==> src/rtl/vfd_rx_pkg.sv <==
package vfd_rx_pkg;
  localparam int unsigned SEG_W     = 32;
  localparam int unsigned DIM_W     = 10;
  localparam int unsigned TAG_W     = 3;
  localparam int unsigned NUM_GRIDS = 3;

  typedef enum logic [TAG_W-1:0] {
    MODE_ALL = 3'd0,
    MODE_G1  = 3'd1,
    MODE_G2  = 3'd2,
    MODE_G3  = 3'd3,
    MODE_DIM = 3'd4
  } mode_e;
endpackage

==> src/rtl/frame_shift.sv <==
module frame_shift #(
  parameter int unsigned SEG_W = vfd_rx_pkg::SEG_W,
  parameter int unsigned TAG_W = vfd_rx_pkg::TAG_W,
  localparam int unsigned SR_W  = SEG_W + TAG_W,
  localparam int unsigned CNT_W = $clog2(SR_W + 1)
) (
  input  logic             clk_i,
  input  logic             rst_ni,
  input  logic             cs_i,
  input  logic             sclk_i,
  input  logic             sdata_i,
  output logic [SR_W-1:0]  sr_o,
  output logic [CNT_W-1:0] cnt_o,
  output logic             commit_o
);
  logic             cs_q, sclk_q, shift_en;
  logic [SR_W-1:0]  sr_q;
  logic [CNT_W-1:0] cnt_q;

  assign shift_en = cs_i & sclk_i & ~sclk_q;
  assign commit_o = cs_q & ~cs_i;
  assign sr_o     = sr_q;
  assign cnt_o    = cnt_q;

  always_ff @(posedge clk_i or negedge rst_ni) begin
    if (!rst_ni) begin
      cs_q   <= 1'b0;
      sclk_q <= 1'b0;
      sr_q   <= '0;
      cnt_q  <= '0;
    end else begin
      cs_q   <= cs_i;
      sclk_q <= sclk_i;
      if (shift_en) sr_q <= {sr_q[SR_W-2:0], sdata_i};
      if (!cs_i) cnt_q <= '0;
      else if (shift_en && cnt_q != CNT_W'(SR_W)) cnt_q <= cnt_q + 1'b1;
    end
  end

  AST_NO_SHIFT_IDLE: assert property (@(posedge clk_i) disable iff (!rst_ni)
    !cs_i |=> $stable(sr_q));
  AST_CNT_SATURATE: assert property (@(posedge clk_i) disable iff (!rst_ni)
    (cs_i && cnt_q == CNT_W'(SR_W)) |=> (cnt_q == CNT_W'(SR_W) || !cs_i));
endmodule

==> src/rtl/tag_decode.sv <==
module tag_decode #(
  parameter int unsigned SEG_W     = vfd_rx_pkg::SEG_W,
  parameter int unsigned DIM_W     = vfd_rx_pkg::DIM_W,
  parameter int unsigned TAG_W     = vfd_rx_pkg::TAG_W,
  parameter int unsigned NUM_GRIDS = vfd_rx_pkg::NUM_GRIDS,
  localparam int unsigned SR_W     = SEG_W + TAG_W,
  localparam int unsigned DFR_W    = DIM_W + TAG_W,
  localparam int unsigned CNT_W    = $clog2(SR_W + 1),
  localparam int unsigned DIM_CODE = NUM_GRIDS + 1
) (
  input  logic                 clk_i,
  input  logic                 rst_ni,
  input  logic [SR_W-1:0]      sr_i,
  input  logic [CNT_W-1:0]     cnt_i,
  input  logic                 commit_i,
  output logic [NUM_GRIDS-1:0] seg_we_o,
  output logic                 dim_we_o,
  output logic [SEG_W-1:0]     seg_data_o,
  output logic [DIM_W-1:0]     dim_data_o
);
  logic [TAG_W-1:0] tag;
  logic             seg_len_ok, dim_len_ok;

  // first-sent bit sits highest in the shift path
  always_comb begin
    for (int k = 0; k < TAG_W; k++) tag[k] = sr_i[TAG_W-1-k];
    for (int i = 0; i < SEG_W; i++) seg_data_o[i] = sr_i[SR_W-1-i];
    for (int i = 0; i < DIM_W; i++) dim_data_o[i] = sr_i[DFR_W-1-i];
  end

  assign seg_len_ok = cnt_i >= CNT_W'(SR_W);
  assign dim_len_ok = cnt_i >= CNT_W'(DFR_W);
  assign dim_we_o   = commit_i & dim_len_ok & (tag == TAG_W'(DIM_CODE));

  for (genvar g = 0; g < NUM_GRIDS; g++) begin : g_we
    assign seg_we_o[g] = commit_i & seg_len_ok &
                         (tag == TAG_W'(0) || tag == TAG_W'(g + 1));
  end

  AST_DIM_EXCLUSIVE: assert property (@(posedge clk_i) disable iff (!rst_ni)
    dim_we_o |-> seg_we_o == '0);
  AST_WE_NEEDS_COMMIT: assert property (@(posedge clk_i) disable iff (!rst_ni)
    !commit_i |-> (seg_we_o == '0 && !dim_we_o));
endmodule

==> src/rtl/disp_latch.sv <==
module disp_latch #(
  parameter int unsigned SEG_W     = vfd_rx_pkg::SEG_W,
  parameter int unsigned DIM_W     = vfd_rx_pkg::DIM_W,
  parameter int unsigned NUM_GRIDS = vfd_rx_pkg::NUM_GRIDS
) (
  input  logic                       clk_i,
  input  logic                       rst_ni,
  input  logic [NUM_GRIDS-1:0]       seg_we_i,
  input  logic                       dim_we_i,
  input  logic [SEG_W-1:0]           seg_data_i,
  input  logic [DIM_W-1:0]           dim_data_i,
  output logic [NUM_GRIDS*SEG_W-1:0] grid_seg_o,
  output logic [DIM_W-1:0]           dim_o
);
  for (genvar g = 0; g < NUM_GRIDS; g++) begin : g_grid
    logic [SEG_W-1:0] seg_q;
    always_ff @(posedge clk_i or negedge rst_ni) begin
      if (!rst_ni)          seg_q <= '0;
      else if (seg_we_i[g]) seg_q <= seg_data_i;
    end
    assign grid_seg_o[g*SEG_W +: SEG_W] = seg_q;
  end

  always_ff @(posedge clk_i or negedge rst_ni) begin
    if (!rst_ni)       dim_o <= '0;
    else if (dim_we_i) dim_o <= dim_data_i;
  end
endmodule

==> src/rtl/vfd_frame_rx.sv <==
module vfd_frame_rx #(
  parameter int unsigned SEG_W     = vfd_rx_pkg::SEG_W,
  parameter int unsigned DIM_W     = vfd_rx_pkg::DIM_W,
  parameter int unsigned TAG_W     = vfd_rx_pkg::TAG_W,
  parameter int unsigned NUM_GRIDS = vfd_rx_pkg::NUM_GRIDS,
  localparam int unsigned SR_W     = SEG_W + TAG_W,
  localparam int unsigned CNT_W    = $clog2(SR_W + 1),
  localparam int unsigned OUT_W    = NUM_GRIDS * SEG_W
) (
  input  logic             clk_i,
  input  logic             rst_ni,
  input  logic             cs_i,
  input  logic             sclk_i,
  input  logic             sdata_i,
  output logic [OUT_W-1:0] grid_seg_o,
  output logic [DIM_W-1:0] dim_o
);
  logic [SR_W-1:0]      sr;
  logic [CNT_W-1:0]     cnt;
  logic                 commit, dim_we;
  logic [NUM_GRIDS-1:0] seg_we;
  logic [SEG_W-1:0]     seg_data;
  logic [DIM_W-1:0]     dim_data;

  frame_shift #(.SEG_W(SEG_W), .TAG_W(TAG_W)) i_shift (
    .clk_i, .rst_ni, .cs_i, .sclk_i, .sdata_i,
    .sr_o(sr), .cnt_o(cnt), .commit_o(commit)
  );

  tag_decode #(.SEG_W(SEG_W), .DIM_W(DIM_W), .TAG_W(TAG_W), .NUM_GRIDS(NUM_GRIDS)) i_dec (
    .clk_i, .rst_ni, .sr_i(sr), .cnt_i(cnt), .commit_i(commit),
    .seg_we_o(seg_we), .dim_we_o(dim_we), .seg_data_o(seg_data), .dim_data_o(dim_data)
  );

  disp_latch #(.SEG_W(SEG_W), .DIM_W(DIM_W), .NUM_GRIDS(NUM_GRIDS)) i_latch (
    .clk_i, .rst_ni, .seg_we_i(seg_we), .dim_we_i(dim_we),
    .seg_data_i(seg_data), .dim_data_i(dim_data),
    .grid_seg_o, .dim_o
  );

  AST_HOLD_UNTIL_FALL: assert property (@(posedge clk_i) disable iff (!rst_ni)
    !commit |=> ($stable(grid_seg_o) && $stable(dim_o)));
  AST_RESERVED_TAG: assert property (@(posedge clk_i) disable iff (!rst_ni)
    (commit && sr[0] && (sr[1] || sr[2])) |=> ($stable(grid_seg_o) && $stable(dim_o)));
  AST_SHORT_DROP: assert property (@(posedge clk_i) disable iff (!rst_ni)
    (commit && cnt < CNT_W'(DIM_W + TAG_W)) |=> ($stable(grid_seg_o) && $stable(dim_o)));
endmodule

==> config.mk <==
export PLATFORM = sky130hd
export DESIGN_NAME = vfd_frame_rx
export DESIGN_NICKNAME = d
export VERILOG_FILES = /design/src/rtl/vfd_rx_pkg.sv /design/src/rtl/frame_shift.sv /design/src/rtl/tag_decode.sv /design/src/rtl/disp_latch.sv /design/src/rtl/vfd_frame_rx.sv
export SDC_FILE = /design/constraint.sdc
export NUM_CORES = 1
export LEC_CHECK = 0
export CORE_MARGIN = 4
export CORE_UTILIZATION = 54
export CTS_CLUSTER_DIAMETER = 50
export DETAILED_ROUTE_END_ITERATION = 10
export PLACE_DENSITY = 0.87
export SLEW_MARGIN = 30
export SYNTH_ARGS = -nofsm -noshare
export SYNTH_HDL_FRONTEND = slang
export SYNTH_HIERARCHICAL = 1
export SYNTH_SLANG_ARGS = --single-unit
==> constraint.sdc <==
create_clock -name clk_i -period 2.4 [get_ports clk_i]
set_input_delay 0.48 -clock clk_i [delete_from_list [all_inputs] [get_ports clk_i]]
set_output_delay 0.48 -clock clk_i [all_outputs]
set_load 0.01 [all_outputs]
After elaboration in Yosys (flattened, before gate mapping):

Cells that the tools add are included.
Widths: inputs -> output; s select.

* output and inout bits: 106
* bits in registers: 149
* word-level logic and storage cells: 35

* reduce and logical (&&, ||, !) cells: 5
* bitwise operators: 11
* order comparisons: 2
* muxes and demuxes: 2
* equality and inequality tests: 6
* $add $sub $neg: 1

Operators by type and width (count)
* $mux 6: 2
* $and 1x1->1: 9
* $add 6x1->6 const B: 1
* $eq 3x2->1 const B: 2
* $ge 6x4->1 const B: 1
* $ge 6x6->1 const B: 1
* $ne 6x6->1 const B: 1
* $eq 3x1->1 const B: 1
* $eq 3x3->1 const B: 1
* $logic_not 3->1: 1
* $logic_or 1x1->1: 3
* $ne 2x1->1 const B: 1
* $not 1->1: 2
* $logic_and 1x1->1: 1

Depth between registers and ports, before layout:

* depth in word-level cells: 5
* depth in mapped cells: 7
* mapped depth without buffers: 4

Cells and area by module:

The synthesis kept the hierarchy.

By module, submodules not included
* disp_latch: times used 1, area an instance 4403.0 µm², cells each 225
* frame_shift: times used 1, area an instance 1725.4 µm², cells each 189
* tag_decode: times used 1, area an instance 404.1 µm², cells each 52

Least setup slack after synthesis:

No wires, ideal clock.

* kind: input to register
* start: input port cs_i
* end: register i_latch.dim_o[0]
* arrival time: 1.727 ns
* data required time: 2.275 ns
* library setup time: 0.125 ns
* setup slack: 0.548 ns
* stages: 6
* path through: buf_2 > nor2b_1 > nand2_1 > a2111oi_2 > buf_2 > mux2_2

* longest elaborated chain between the ends: 4

Ends and longest elaborated chain
* start, declared: RTL line vfd_frame_rx.sv:12 `input logic cs_i,`
* $not 1->1: RTL line frame_shift.sv:21 `assign commit_o = cs_q & ~cs_i;`
* $and 1x1->1: RTL line frame_shift.sv:21
* net commit: RTL line vfd_frame_rx.sv:20 `logic commit, dim_we;`
* $and 1x1->1 (2 in series): RTL line tag_decode.sv:33 `assign dim_we_o = commit_i & dim_len_ok & (tag == TAG_W'(DIM_CODE));`
* net dim_we: RTL line vfd_frame_rx.sv:20
* end signal, assigned: RTL line disp_latch.sv:26 `else if (dim_we_i) dim_o <= dim_data_i;`
* end, declared: RTL line disp_latch.sv:13 `output logic [DIM_W-1:0] dim_o`

The timed path passes the listed nets, and every way through them passes these cells.
A chain may end at the register's enable or synchronous reset.

Worst setup path in the final report:

* start: input port cs_i
* end: register i_latch.g_grid[2].seg_q[29]

* longest elaborated chain between the ends: 4

Ends and longest elaborated chain
* $not 1->1: RTL line frame_shift.sv:21
* $and 1x1->1: RTL line frame_shift.sv:21
* net commit: RTL line vfd_frame_rx.sv:20
* $and 1x1->1 (2 in series): RTL line tag_decode.sv:36 `assign seg_we_o[g] = commit_i & seg_len_ok &`
* net seg_we[2]: RTL line vfd_frame_rx.sv:21 `logic [NUM_GRIDS-1:0] seg_we;`
* end signal, assigned: RTL line disp_latch.sv:19 `else if (seg_we_i[g]) seg_q <= seg_data_i;`
* end, declared: RTL line disp_latch.sv:16 `logic [SEG_W-1:0] seg_q;`

The timed path passes the listed nets, and every way through them passes these cells.

==> results.ini <==
[outcome]
status = finished clean

[worst_setup_path]
crit_fanout = 10
critical_path_arrival_ns = 2.19
r2r_slack_ns = 0.55
end_kind = flop
ff2ff_path_depth = 4
cp-start-kind = input port
crit_required_ns = 2.69
criticalPathCategory = input port to flop

[timing]
rsz0062_at_grt = false
skew_ns = 0.0114
min_period_ns = 1.90
setup_violations = 0
hold_ws_ns = 0.442
tns_ns = 0
fmax_mhz = 527
worstMarginPinSlew_ns = 0.713
max_slew_margin = 0.524
final_max_slew_viol_count = 0
finalHoldViolCount = 0
fin_crit_sh = 0.790

[synthesis]
synth-async-reset-ratio = 1.00
yosysSeqAreaShare = 0.571
synthCells = 466
synth.net_count = 472
ys_types = 31
avgSynthCellArea_sq_um = 14.0
ys_ff_latch = 149
synth_edf_count = 0
synth.cell_area_sq_um = 6530
yosysWarnings = 6
synth_ff_type = dfrtp_1

[layout]
nets = 553
instances_no_fill = 703
design_area_sq_um = 8010
syn2layout_area_growth_pct = 22.6
drive_above_1_share = 0.284
diodes = 0
fill_cells = 783

[clock_tree]
cts-resized-gates = 0
cts_setup_buffers = 0
ctsHoldBuffers = 1
cts.root.buffer_cell = clkbuf_16
cts.sinks = 149
ctsLongestPathBuffers = 2
htreeDepth = 4
cts_made_buffers = 17
clk_pin_slew_ns = 0.06
clkLatencyLatePin_ns = 0.42
cts_tree = done

[detailed_routing]
drt_wl_total_um = 13000
antenna_left = 0
drc = 0
dr.first_iter.drc_count = 163
wl_per_cell_um = 18.5
dr.pass1.iters = 4
vias_per_cell = 5.30
vias = 3724

[floorplanning]
die_h_um = 118
rows = 39
ios = 111
die_x_um = 118
core_sq_um = 11600
start_util = 0.562
die-area_sq_um = 13900

[placement]
gp_congestion = 0.756
hpwlAfterDp_um = 8610
port_buffers = 110
dp_cells = 670
placed_cell_area_sq_um = 7390

[power]
ir_drop_mv = 0.352
p_per_area_nw_per_um2 = 681
finalPower_uw = 5450
power.leakage_uw = 0.00386

[grt]
grt_pass1_wl_um = 21400
grt_antenna_before_repair = 0
use_met3 = 0.0432
track_usage = 0.194
gr-usage-met2 = 0.320
grt_max_degree = 138
busiest_layer = met2
overflow = 0
first_global_vias = 3993
use_met1 = 0.245

[job]
maxCapViolations = 0

[min_path]
hold_class = input port to async pin

## cell usage in the layout, fill, tap and decap left out, types with 3 or more instances in the layout
cell and n:
dfrtp_1 149, nand2_1 115, clkdlybuf4s50_1 109, mux2_4 90, clkbuf_16 17, mux2_2 16
buf_4 12, clkinv_4 7, nand4_1 4, clkbuf_8 3, nor3_2 3, mux2i_1 3
## layer usage
layer	up-vias	share of wire	routed length (um)
li1	1677	-	-
met1	1902	0.42	5490
met2	119	0.51	6610
met3	26	0.042	546
met4	0	0.026	331
met5	-	0	0
## state kept, by name, summed over array words and instances, names as in the netlist
name	flops
i_shift/sclk_q	1
i_latch/dim_o	10
i_shift/cs_q	1
i_latch/g_grid.seg_q	96
i_shift/sr_o	35
i_shift/cnt_o	6
## synth_stat cells, types with 2 or more instances
| cell type | n | area share |
|---|---|---|
| nand2b_1 | 2 | 0.0019 |
| nand4_1 | 4 | 0.0038 |
| nand2_1 | 115 | 0.066 |
| mux2i_1 | 3 | 0.0046 |
| clkbuf_1 | 3 | 0.0017 |
| nor3_1 | 4 | 0.0031 |
| buf_6 | 3 | 0.0052 |
| mux2_4 | 90 | 0.21 |
| buf_2 | 6 | 0.0046 |
| dfrtp_1 | 149 | 0.57 |
| buf_12 | 9 | 0.028 |
| nand3b_1 | 2 | 0.0023 |
| buf_4 | 42 | 0.048 |
| mux2_2 | 16 | 0.028 |
| nand3_1 | 2 | 0.0015 |
## per-stage QoR
stage,worst slack [ns],util
6_report,0.504,0.690
5_1_grt,0.373,0.690
3_3_place_gp,0.0831,0.636
2_1_floorplan,0.548,-
4_1_cts,0.530,0.690
3_5_place_dp,0.0959,0.636
## report_power, final
group / internal [uW] / leakage [uW] / total (uW) / switching (uW)
Sequential: 2550 / 0.00207 / 2630 / 75.2
Clock: 1630 / 0.000301 / 2680 / 1050
Combinational: 46.3 / 0.00149 / 143 / 96.7
## critical path, cell delays in order
cell,delay (ns)
clkdlybuf4s50_1,0.43
nor2b_1,0.16
nand3b_1,0.19
nor3_2,0.30
buf_4,0.29
mux2_4,0.33
## final timing paths
check	start	to
setup reg to reg	i_shift/cnt_o[0]	i_latch/dim_o[5]
hold / removal	rst_ni	i_latch/g_grid[1].seg_q[8]
min in group clk_i	i_latch/g_grid[2].seg_q[31]	i_latch/g_grid[2].seg_q[31]
max in group asynchronous	rst_ni	i_latch/g_grid[2].seg_q[28]
hold reg to reg	i_latch/g_grid[2].seg_q[31]	i_latch/g_grid[2].seg_q[31]
setup / recovery	cs_i	i_latch/g_grid[2].seg_q[29]
## cell families after synthesis
| group | share of synthesized area |
|---|---|
| flip-flops | 0.571 |
| AND/OR/NAND/NOR | 0.0873 |
| multiplexers | 0.239 |
| buffers and inverters | 0.0873 |
| AO/OA/AOI/OAI | 0.0123 |
| XOR/XNOR | 0.00134 |
| adder cells (fa/ha/maj) | 0.00192 |
## final cells by class
cell class | count | area (sq um) | share of cell area
repair buffers | 125 | 1240 | 0.155
multi-input cells | 254 | 2250 | 0.281
well taps | 143 | 179 | 0.0223
clock inverters | 12 | 144 | 0.0180
clock buffers | 20 | 467 | 0.0583
flip-flops and latches | 149 | 3730 | 0.466
Note: power is estimated with default switching activity, not from simulation.
